==> src/rtl/stack_push_pkg.sv <==
// Package: shared types for the stack push block.
// Assumes a single push sequence with no overlap between pushes.
package stack_push_pkg;

    // Sequencer phases, in the order they are visited.
    typedef enum logic [2:0] {
        ST_IDLE   = 3'd0,
        ST_FETCH  = 3'd1,
        ST_DECODE = 3'd2,
        ST_WR1    = 3'd3,
        ST_WR2    = 3'd4,
        ST_SPDEC  = 3'd5
    } push_state_e;

endpackage

==> src/rtl/push_sequencer.sv <==
// Module: push_sequencer
// Steps one push through fetch, decode/read, two write cycles and an SP
// decrement, then pulses done. Starts are accepted only in the idle phase.
// Assumes start is synchronous to clk.
module push_sequencer
    import stack_push_pkg::*;
(
    input  logic clk,
    input  logic rst_n,
    input  logic start,
    output logic ld_sel,
    output logic ld_xfer,
    output logic mem_we,
    output logic sp_dec,
    output logic busy,
    output logic done
);

    push_state_e state_q, state_d;
    logic        done_q;

    // Next-phase selection: a fixed walk once a start is taken.
    always_comb begin
        state_d = state_q;
        case (state_q)
            ST_IDLE:   if (start) state_d = ST_FETCH;
            ST_FETCH:  state_d = ST_DECODE;
            ST_DECODE: state_d = ST_WR1;
            ST_WR1:    state_d = ST_WR2;
            ST_WR2:    state_d = ST_SPDEC;
            ST_SPDEC:  state_d = ST_IDLE;
            default:   state_d = ST_IDLE;
        endcase
    end

    // Phase register and done pulse register.
    always_ff @(posedge clk) begin
        if (!rst_n) begin
            state_q <= ST_IDLE;
            done_q  <= 1'b0;
        end else begin
            state_q <= state_d;
            done_q  <= (state_q == ST_SPDEC);
        end
    end

    // Control strobes decoded from the current phase.
    assign ld_sel  = (state_q == ST_IDLE) && start;
    assign ld_xfer = (state_q == ST_DECODE);
    assign mem_we  = (state_q == ST_WR1) || (state_q == ST_WR2);
    assign sp_dec  = (state_q == ST_SPDEC);
    assign busy    = (state_q != ST_IDLE);
    assign done    = done_q;

    // each phase hands over to the next one
    a_r6_fetch_to_decode: assert property (@(posedge clk) disable iff (!rst_n)
        (state_q == ST_FETCH) |=> (state_q == ST_DECODE));
    a_r6_wr1_to_wr2: assert property (@(posedge clk) disable iff (!rst_n)
        (state_q == ST_WR1) |=> (state_q == ST_WR2) && mem_we);
    // the write enable drops after its second cycle
    a_r4_we_two_cycles: assert property (@(posedge clk) disable iff (!rst_n)
        (state_q == ST_WR2) |=> !mem_we);
    // no new fetch can follow a busy phase
    a_r8_no_restart: assert property (@(posedge clk) disable iff (!rst_n)
        busy |=> (state_q != ST_FETCH));
    // done follows the decrement cycle and lasts one cycle
    a_r7_done_after_dec: assert property (@(posedge clk) disable iff (!rst_n)
        sp_dec |=> done && !busy);
    a_r7_done_single: assert property (@(posedge clk) disable iff (!rst_n)
        done |=> !done);

endmodule

==> src/rtl/push_datapath.sv <==
// Module: push_datapath
// Holds the general registers, the bus multiplexer, the address and data
// latches and the stack pointer with its own decrementer.
// Assumes the control strobes come from push_sequencer, one phase at a time.
module push_datapath #(
    parameter int          DATA_W  = 8,
    parameter int          ADDR_W  = 16,
    parameter int          NREG    = 2,
    parameter logic [15:0] SP_INIT = 16'h0100
) (
    input  logic                    clk,
    input  logic                    rst_n,
    input  logic                    reg_we,
    input  logic [$clog2(NREG)-1:0] reg_wsel,
    input  logic [DATA_W-1:0]       reg_wdata,
    input  logic [$clog2(NREG)-1:0] push_sel,
    input  logic                    ld_sel,
    input  logic                    ld_xfer,
    input  logic                    sp_dec,
    input  logic                    mem_we,
    output logic [ADDR_W-1:0]       mem_addr,
    output logic [DATA_W-1:0]       mem_wdata,
    output logic [ADDR_W-1:0]       sp
);

    localparam int SEL_W = $clog2(NREG);

    logic [DATA_W-1:0] gp_q [NREG];
    logic [SEL_W-1:0]  sel_q;
    logic [DATA_W-1:0] bus;
    logic [ADDR_W-1:0] mar_q;
    logic [DATA_W-1:0] mdr_q;
    logic [ADDR_W-1:0] sp_q;

    // General registers, one write decoder per register.
    for (genvar g = 0; g < NREG; g++) begin : g_gpr
        always_ff @(posedge clk) begin
            if (!rst_n)
                gp_q[g] <= '0;
            else if (reg_we && (reg_wsel == SEL_W'(g)))
                gp_q[g] <= reg_wdata;
        end
    end

    // Register select captured when a push is accepted.
    always_ff @(posedge clk) begin
        if (!rst_n)
            sel_q <= '0;
        else if (ld_sel)
            sel_q <= push_sel;
    end

    // Bus multiplexer: the chosen register drives the shared bus.
    assign bus = gp_q[sel_q];

    // Address and data latches: SP feeds the address latch, the bus feeds the data latch.
    always_ff @(posedge clk) begin
        if (!rst_n) begin
            mar_q <= '0;
            mdr_q <= '0;
        end else if (ld_xfer) begin
            mar_q <= sp_q;
            mdr_q <= bus;
        end
    end

    // Stack pointer with its own decrementer; wraps silently at zero.
    always_ff @(posedge clk) begin
        if (!rst_n)
            sp_q <= ADDR_W'(SP_INIT);
        else if (sp_dec)
            sp_q <= sp_q - 1'b1;
    end

    assign mem_addr  = mar_q;
    assign mem_wdata = mdr_q;
    assign sp        = sp_q;

    // the address latch takes the SP value from before the decrement
    a_r3_addr_from_sp: assert property (@(posedge clk) disable iff (!rst_n)
        ld_xfer |=> (mar_q == $past(sp_q)));
    // address and data hold across the second write cycle
    a_r4_write_stable: assert property (@(posedge clk) disable iff (!rst_n)
        ($past(rst_n) && mem_we && $past(mem_we)) |-> ($stable(mar_q) && $stable(mdr_q)));
    // SP only ever moves down by one
    a_r5_sp_step: assert property (@(posedge clk) disable iff (!rst_n)
        ($past(rst_n) && (sp_q != $past(sp_q))) |-> (sp_q == ADDR_W'($past(sp_q) - 1'b1)));
    // SP holds while no decrement is requested
    a_r5_sp_hold: assert property (@(posedge clk) disable iff (!rst_n)
        !sp_dec |=> $stable(sp_q));

endmodule

==> src/rtl/stack_push_top.sv <==
// Module: stack_push_top
// Top of the push block: connects the sequencer to the datapath and
// exposes the memory write port. Assumes two general registers.
module stack_push_top #(
    parameter int          DATA_W  = 8,
    parameter int          ADDR_W  = 16,
    parameter logic [15:0] SP_INIT = 16'h0100
) (
    input  logic              clk,
    input  logic              rst_n,
    input  logic              reg_we,
    input  logic              reg_wsel,
    input  logic [DATA_W-1:0] reg_wdata,
    input  logic              start,
    input  logic              push_sel,
    output logic [ADDR_W-1:0] mem_addr,
    output logic [DATA_W-1:0] mem_wdata,
    output logic              mem_we,
    output logic              busy,
    output logic              done,
    output logic [ADDR_W-1:0] sp
);

    localparam int NREG = 2;

    logic ld_sel;
    logic ld_xfer;
    logic sp_dec;

    // Control sequencer.
    push_sequencer u_seq (
        .clk     (clk),
        .rst_n   (rst_n),
        .start   (start),
        .ld_sel  (ld_sel),
        .ld_xfer (ld_xfer),
        .mem_we  (mem_we),
        .sp_dec  (sp_dec),
        .busy    (busy),
        .done    (done)
    );

    // Registers, bus and stack pointer.
    push_datapath #(
        .DATA_W  (DATA_W),
        .ADDR_W  (ADDR_W),
        .NREG    (NREG),
        .SP_INIT (SP_INIT)
    ) u_dp (
        .clk       (clk),
        .rst_n     (rst_n),
        .reg_we    (reg_we),
        .reg_wsel  (reg_wsel),
        .reg_wdata (reg_wdata),
        .push_sel  (push_sel),
        .ld_sel    (ld_sel),
        .ld_xfer   (ld_xfer),
        .sp_dec    (sp_dec),
        .mem_we    (mem_we),
        .mem_addr  (mem_addr),
        .mem_wdata (mem_wdata),
        .sp        (sp)
    );

    // nothing is in flight in the cycle after reset
    a_r1_reset_idle: assert property (@(posedge clk)
        !rst_n |=> (!busy && !done && !mem_we && (sp == ADDR_W'(SP_INIT))));

endmodule

==> config.mk <==
export PLATFORM = sky130hd
export DESIGN_NAME = stack_push_top
export DESIGN_NICKNAME = d
export VERILOG_FILES = /design/src/rtl/stack_push_pkg.sv /design/src/rtl/push_sequencer.sv /design/src/rtl/push_datapath.sv /design/src/rtl/stack_push_top.sv
export SDC_FILE = /design/constraint.sdc
export NUM_CORES = 1
export LEC_CHECK = 0
export BUFFER_PORTS_ARGS = -buffer_cell sky130_fd_sc_hd__buf_2
export CORE_MARGIN = 3
export CORE_UTILIZATION = 45
export CTS_BUF_LIST = sky130_fd_sc_hd__clkbuf_8 sky130_fd_sc_hd__clkbuf_16
export CTS_CLUSTER_DIAMETER = 80
export DETAILED_ROUTE_END_ITERATION = 8
export GPL_TIMING_DRIVEN = 0
export PLACE_DENSITY_LB_ADDON = 0.05
export SYNTH_ARGS = -nofsm -noshare
export SYNTH_HDL_FRONTEND = slang
export SYNTH_HIERARCHICAL = 1
export SYNTH_SLANG_ARGS = --single-unit
==> constraint.sdc <==
create_clock -name clk -period 3 [get_ports clk]
set_clock_uncertainty 0.05 [all_clocks]
set_input_delay 0.9 -clock clk [delete_from_list [all_inputs] [get_ports clk]]
set_output_delay 0.9 -clock clk [all_outputs]
set_load 0.01 [all_outputs]
# Word level (Yosys, flattened, before mapping)
# Memory sizes are Yosys's and may differ from the RTL's. A register that Yosys moved wholly into a read port is not among the register bits.
# Index checks and enable logic that the tools add are counted.
# totals
regBits	37
output_inout_bits	43
elab_cells	34
memories	1
ram_bits	16
rom_bits	0
latchBits	0
# classes
n_mux	11
n_mul	0
eq_ne	6
magnitude_cmp	0
add_sub_neg	1
shift	0
n_reduce_logical	7
n_bitwise	3
div	0
# mem_list
name	depth	width	read_ports	rd_clocked_by_memory_dff	write_ports	line	text
u_dp.gp_q	2	8	1	1	2	push_datapath.sv:28	logic [DATA_W-1:0] gp_q [NREG];
# ops
cell	count
$mux 8	2
$sub 16x1->16 const B	1
$pmux 3 s5	1
$mux 1	7
$eq 3x2->1 const B	2
$eq 3x3->1 const B	2
$eq 3x1->1 const B	1
$logic_and 1x1->1	3
$logic_not 3->1	1
$mux 3	1
$reduce_bool 3->1	1
$ne 2x2->1 const B	1
$or 1x1->1	2
$logic_not 1->1	1
$logic_or 1x1->1	1
$not 1->1	1

# Logic depth before layout (Yosys ltp)
# Gate-level depths: netlist (run 1).
# depth
ltp_word	6
mapped_depth	7
mapped_depth_nobuf	6

# Hierarchy
# The synthesis (run 1) kept the hierarchy.
# modules_own_cells
module	instances	seq_area_each_um2	area_per_inst_um2	cells_each
push_datapath	1	1301.2	2361.0	210
push_sequencer	1	80.1	207.7	22

# Least setup slack after synthesis (run 1)
# OpenSTA, ideal clock, no wires.
# synth_timing
path_type	register -> register
from	register u_seq.state_q[1]
to	register u_dp.sp_q[15] (netlist: u_dp/sp[15])
required_ps	2832
setup_time_ps	118
path_stages_with_launch	7
setup_slack_ps	840
arrival_ps	1992
synth_period_minus_slack_ps	2160
cell_sequence	dfxtp_1 -> buf_6 -> and3b_1 -> or4b_4 -> or2_4 -> or4_4 -> mux2i_1
# synth_between
elab_chain_len	1
# synth_lines
item	line	text
start, declared	push_sequencer.sv:19	push_state_e state_q, state_d;
start signal, assigned	push_sequencer.sv:42	state_q <= state_d;
$eq 3x3->1	push_sequencer.sv:51	assign sp_dec = (state_q == ST_SPDEC);
via sp_dec	stack_push_top.sv:28	logic sp_dec;
end signal, assigned	push_datapath.sv:70	sp_q <= ADDR_W'(SP_INIT);
end signal, assigned	push_datapath.sv:72	sp_q <= sp_q - 1'b1;
end, declared	push_datapath.sv:33	logic [ADDR_W-1:0] sp_q;
# The timed path passes the listed nets, and every way through them passes these cells.
# A chain may end at the register's enable or synchronous reset.

# Worst setup path in the final report (run 1)
# layout_timing
from	register u_seq.state_q[2]
to	register u_dp.sp_q[12] (netlist: u_dp/sp[12])
# Same word-level chain as after synthesis.

==> impl_metrics.yaml, run 1 <==
power_and_ir_drop:
  comb_power_share_pct: 10.1
  p_sw_share_pct: 23.2
  irDropWorstVdd_v: 0.000357
  powerDensity_nw_per_um2: 569
  cellLeakagePower_nw: 1.40
  internal-power_mw: 1.37
  p_sw_uw: 412
  pwr-share-clk_pct: 39.2
  seqPwrFrac_pct: 50.7
routing:
  route.vias.total: 1839
  drc: 0
  firstDrtPassIters: 4
  route.met3.wl_um: 237
  wl_met1_mm: 2.27
  vias_per_cell: 4.92
  met2_length_mm: 2.27
  drt-initial-drc-count: 69
  wl_per_cell_um: 12.9
  ant_nets: 0
  top_layer: "met4"
  wirelength_mm: 4.83
clock_network:
  cts_buffers: 9
  path_clk_slew_ns: 0.07
  cts_buffer_depth: 2
  clk_latency_ns: 0.33
  cts_tree: "done"
  htreeDepth: 3
  cts_resized: 0
  cts_setup_buffers: 0
  cts_hold_repair.buffers: 0
  clock_sinks: 61
  root_buffer: "clkbuf_8"
timing:
  worst_slew_pin_slew_ns: 1.28
  setup_viol: 0
  period_share_pct: 88.3
  fin_crit_ns: 2.65
  slew_headroom_pct: 13.9
  hold_viol: 0
  rsz0062_at_grt: "false"
  drv_slew: 0
  fmax_mhz: 378
  setup_tns_ns: 0
floorplan:
  coreArea_um2: 5300
  io_pins: 57
  die_w_um: 81.6
  die_area_um2: 6650
  fp-row-count: 26
  fp.dieH_um: 81.6
  start_util_pct: 48.4
min_path:
  hold_class: "reg2reg"
setup_path:
  crit_required_ns: 3.15
  criticalPathCategory: "reg2reg"
  worst_setup_path_end_kind: "flop"
  slowest_delay_ns: 0.82
  crit_chain: "and3b_1, nor4bb_1, nand3_1, o311ai_0, o41ai_1"
  cp.buffers_inverters: 0
  arrival_ns: 2.79
  cp_top_family: "simple AND/OR/NAND/NOR gates"
  cpMaxStageDelayCell: "nor4bb_1"
  startpoint_type: "flop"
  path_max_fanout: 9
placement:
  gp_congestion: 0.711
  place_area_um2: 2940
  numPortBuffers: 56
  hpwl_mm: 3.52
grt:
  grt_pass1_vias: 1627
  grtUsageTotal_pct: 15.7
  grt_pass1_wl_mm: 7.90
  grt_max_degree: 11
  grt_antenna_before_repair: 0
  gr-total-overflow: 0
yosys:
  synth_edf_count: 16
  yosysSeqAreaShare_pct: 53.8
  synth_area_um2: 2570
  ys_ff_latch: 61
  synthTopCellsByArea: "dfxtp_1 35%, edfxtp_1 19%, mux2i_1 10%, and2_1 6.3%, nor2b_1 4.1%"
  synthDistinctLibCells: 42
  syn_nets: 247
  synth_ff_type: "dfxtp_1"
  synth_top_area_share_pct: 35.1
  ys_async_sr_fraction_pct: 0
  synthCells: 232
  yosysWarnings: 6
  synth_area_leader_cell: "dfxtp_1"
  synth.most_common_cell: "dfxtp_1"
  netlist_top_cells_count: "45 x dfxtp_1, 26 x and2_1, 26 x mux2i_1"
  synth_area_per_cell_um2: 11.1
finish:
  diodes: 0
  fillers: 474
  drive_gt1_share_pct: 25.7
  syn_to_final_growth_pct: 21.8
  postLayoutCellArea_um2: 3130
  multi_input_area_um2: 1100
  final_nets: 314
  seqCellArea_um2: 1380
outcome:
  status: "complete, no violations"
flow_run:
  cap_violations: 0
-- flip-flops by register name, indices dropped and copies added, names as in the netlist --
name / cells
u_dp/gp_q: 16
u_dp/mem_addr: 16
u_dp/mem_wdata: 8
u_dp/sel_q: 1
u_dp/sp: 16
u_seq/done: 1
u_seq/state_q: 3
-- routing by layer --
layer,track usage (%),up-vias
li1,-,946
met1,20.5,849
met2,24.0,39
met3,4.17,5
met4,7.60,0
met5,0,-
-- final cells by class --
cell class	instances	share of cell area [%]
Timing Repair Buffer	56	8.96
Clock inverter	6	1.72
Sequential cell	61	44.2
Multi-Input combinational cell	152	35.3
Tap cell	70	2.80
Clock buffer	10	4.40
Buffer	14	2.04
Inverter	5	0.600
-- path summary, 6_finish.rpt --
| check | startpoint | end | slack, ns | cells past startpoint |
|---|---|---|---|---|
| setup reg to reg | u_seq/state_q[2] | u_dp/sp[12] | 0.35 | 5 |
| hold reg to reg | u_dp/mem_wdata[0] | u_dp/mem_wdata[0] | 0.43 | 1 |
| setup / recovery | u_seq/state_q[2] | u_dp/sp[12] | 0.35 | 5 |
| hold / removal | u_dp/mem_wdata[0] | u_dp/mem_wdata[0] | 0.43 | 1 |
-- cell families (layout without fill, tap and decap cells) --
kind of cell               count (synthesis)  after routing  share of synthesized area [%]
adders and majority gates                  1              1                          0.487
AOI/OAI and AO/OA                         22             22                           7.16
DFF                                       61             61                           53.8
muxes                                     26             26                           10.1
xor gates and xnor gates                  10             10                           3.41
and+or+nand+nor                           93             93                           21.8
buffers and inverters                     19             91                           3.21
-- placed cells by master, fill, tap and decap left out, types with 6 or more instances in the layout --
master / n
nor2b_1: 17
buf_2: 56
mux2i_1: 26
clkbuf_8: 10
o211a_1: 9
edfxtp_1: 16
nand2_1: 18
and2_1: 26
clkbuf_1: 11
nor3_1: 7
inv_1: 6
dfxtp_1: 45
-- power groups by stage --
stage / logic, mW / registers [mW] / clock network [mW]
after global routing: 0.201 / 0.906 / 0.763
after CTS: 0.184 / 0.902 / 0.721
final: 0.180 / 0.902 / 0.696
after global placement: 0.182 / 0.920 / 0
after detailed placement: 0.183 / 0.920 / 0
after floorplan: 0.119 / 0.925 / 0
-- per-stage QoR --
step	setup slack (ns)	hold WS, ns	util, %	std cells	total power [mW]
final	0.352	0.435	59.0	374	1.78
after global routing	0.0925	0.455	59.0	374	1.87
after CTS	0.314	0.437	59.0	374	1.81
after detailed placement	0.172	0.419	55.4	358	1.10
after global placement	0.174	0.420	55.4	358	1.10
after floorplan	0.840	0.451	-	232	1.04
Power figures use the tool's default switching activity.
==> run 2: changes to the inputs <==
BUFFER_PORTS_ARGS = -buffer_cell sky130_fd_sc_hd__clkbuf_2   (was -buffer_cell sky130_fd_sc_hd__buf_2)
==> run 2 against run 1 <==
Against the previous run: global-route usage up 0.37 points; via count is 0.22% higher; first-iteration DRC count did not move; power fell by 2.9%; hold slack got worse by 0.00078 ns; critical path type unchanged.
==> impl_metrics.yaml, run 2 (same netlist as run 1, synthesis figures left out) <==
clock_network:
  htreeDepth: 3
  path_clk_slew_ns: 0.06
  cts_buffer_depth: 2
  clk_latency_ns: 0.33
  root_buffer: "clkbuf_8"
  cts_hold_repair.buffers: 0
  cts_setup_buffers: 0
  cts_resized: 0
  cts_tree: "done"
  cts_buffers: 9
  clock_sinks: 61
routing:
  wl_per_cell_um: 13.1
  drt-initial-drc-count: 69
  vias_per_cell: 4.94
  drc: 0
  firstDrtPassIters: 4
  ant_nets: 0
  wirelength_mm: 4.88
  route.vias.total: 1843
setup_path:
  path_max_fanout: 9
  arrival_ns: 2.71
  startpoint_type: "flop"
  worst_setup_path_end_kind: "flop"
  criticalPathCategory: "reg2reg"
  crit_required_ns: 3.15
timing:
  setup_tns_ns: 0
  fmax_mhz: 391
  fin_crit_ns: 2.56
  hold_viol: 0
  drv_slew: 0
  setup_viol: 0
  worst_slew_pin_slew_ns: 1.20
  slew_headroom_pct: 19.4
  period_share_pct: 85.2
  rsz0062_at_grt: "false"
placement:
  numPortBuffers: 56
  gp_congestion: 0.706
  hpwl_mm: 3.53
  dp.cells: 358
finish:
  final_nets: 314
  drive_gt1_share_pct: 25.1
  diodes: 0
  syn_to_final_growth_pct: 21.2
  finalNonFillerCells: 373
  final_cell_mix: "56 x clkbuf_2, 45 x dfxtp_1, 26 x mux2i_1, 26 x and2_1, 18 x nand2_1"
  final_common_cell: "clkbuf_2"
power_and_ir_drop:
  cellLeakagePower_nw: 1.36
  irDropWorstVdd_v: 0.000315
  powerDensity_nw_per_um2: 554
grt:
  grt_use_met2_pct: 24.2
  grtUsageTotal_pct: 16.0
  top_usage_layer: "met2"
  grt_pass1_vias: 1652
  grtUsageMet1_pct: 20.6
  grt_pass1_wl_mm: 7.93
  use_met3_pct: 4.06
  grt_max_degree: 11
  grt_antenna_before_repair: 0
  gr-total-overflow: 0
floorplan:
  start_util_pct: 48.4
  coreArea_um2: 5300
  die_area_um2: 6650
  fp.dieH_um: 81.6
  fp-row-count: 26
  die_w_um: 81.6
  io_pins: 57
outcome:
  status: "complete, no violations"
flow_run:
  cap_violations: 0
min_path:
  hold_class: "reg2reg"
-- run 2: cell types whose count changed in the layout (fill, tap and decap cells not counted), sizes merged --
cell / previous run / this run
clkinv: 4 / 1
buf: 58 / 2
clkbuf: 22 / 80
bufinv: 1 / 0
inv: 6 / 7
-- run 2: worst max-delay path: stages, from the launching register on --
cell	delay [ns]
dfxtp_1	0.47
and3b_1	0.34
nor4bb_1	0.80
nand3_1	0.30
o311ai_0	0.36
o41ai_1	0.12
-- run 2: metal layers --
| metal | vias to the layer above | share of wire (%) |
|---|---|---|
| met5 | - | 0 |
| met4 | 0 | 2.2 |
| met3 | 11 | 5.2 |
| met2 | 55 | 46 |
| met1 | 824 | 47 |
| li1 | 953 | - |
-- run 2: cell type report --
type / count / area, um2
clock buffers: 12 / 165
multi-input cells: 152 / 1100
well taps: 70 / 87.6
clock inverters: 3 / 12.5
inverters: 5 / 18.8
flip-flops and latches: 61 / 1380
plain buffers: 14 / 63.8
fillers: 453 / 2190
repair buffers: 56 / 280
-- run 2: power by group --
part           switching [mW]  leakage (nW)  internal [mW]  total [mW]
Clock                   0.287         0.101          0.355       0.642
Combinational          0.0968         0.733         0.0838       0.181
Sequential             0.0177         0.527          0.885       0.903
Total                   0.402          1.36           1.32        1.73
-- run 2: worst paths after layout --
check	from	end	slack (ns)	depth (start not counted)
setup / recovery	u_seq/state_q[2]	u_dp/sp[12]	0.44	5
hold / removal	u_dp/mem_wdata[0]	u_dp/mem_wdata[0]	0.43	1
setup reg to reg	u_seq/state_q[2]	u_dp/sp[12]	0.44	5
hold reg to reg	u_dp/mem_wdata[0]	u_dp/mem_wdata[0]	0.43	1
-- run 2: through the flow --
stage | hold slack, ns | util, % | instance area [um2] | power, mW | worst slack [ns]
after floorplan | 0.451 | - | 2570 | 1.04 | 0.840
after global placement | 0.424 | 55.4 | 2940 | 1.10 | 0.180
after detailed placement | 0.423 | 55.4 | 2940 | 1.10 | 0.159
after CTS | 0.439 | 58.7 | 3110 | 1.75 | 0.364
after global routing | 0.460 | 58.7 | 3110 | 1.81 | 0.0285
final | 0.434 | 58.7 | 3110 | 1.73 | 0.444
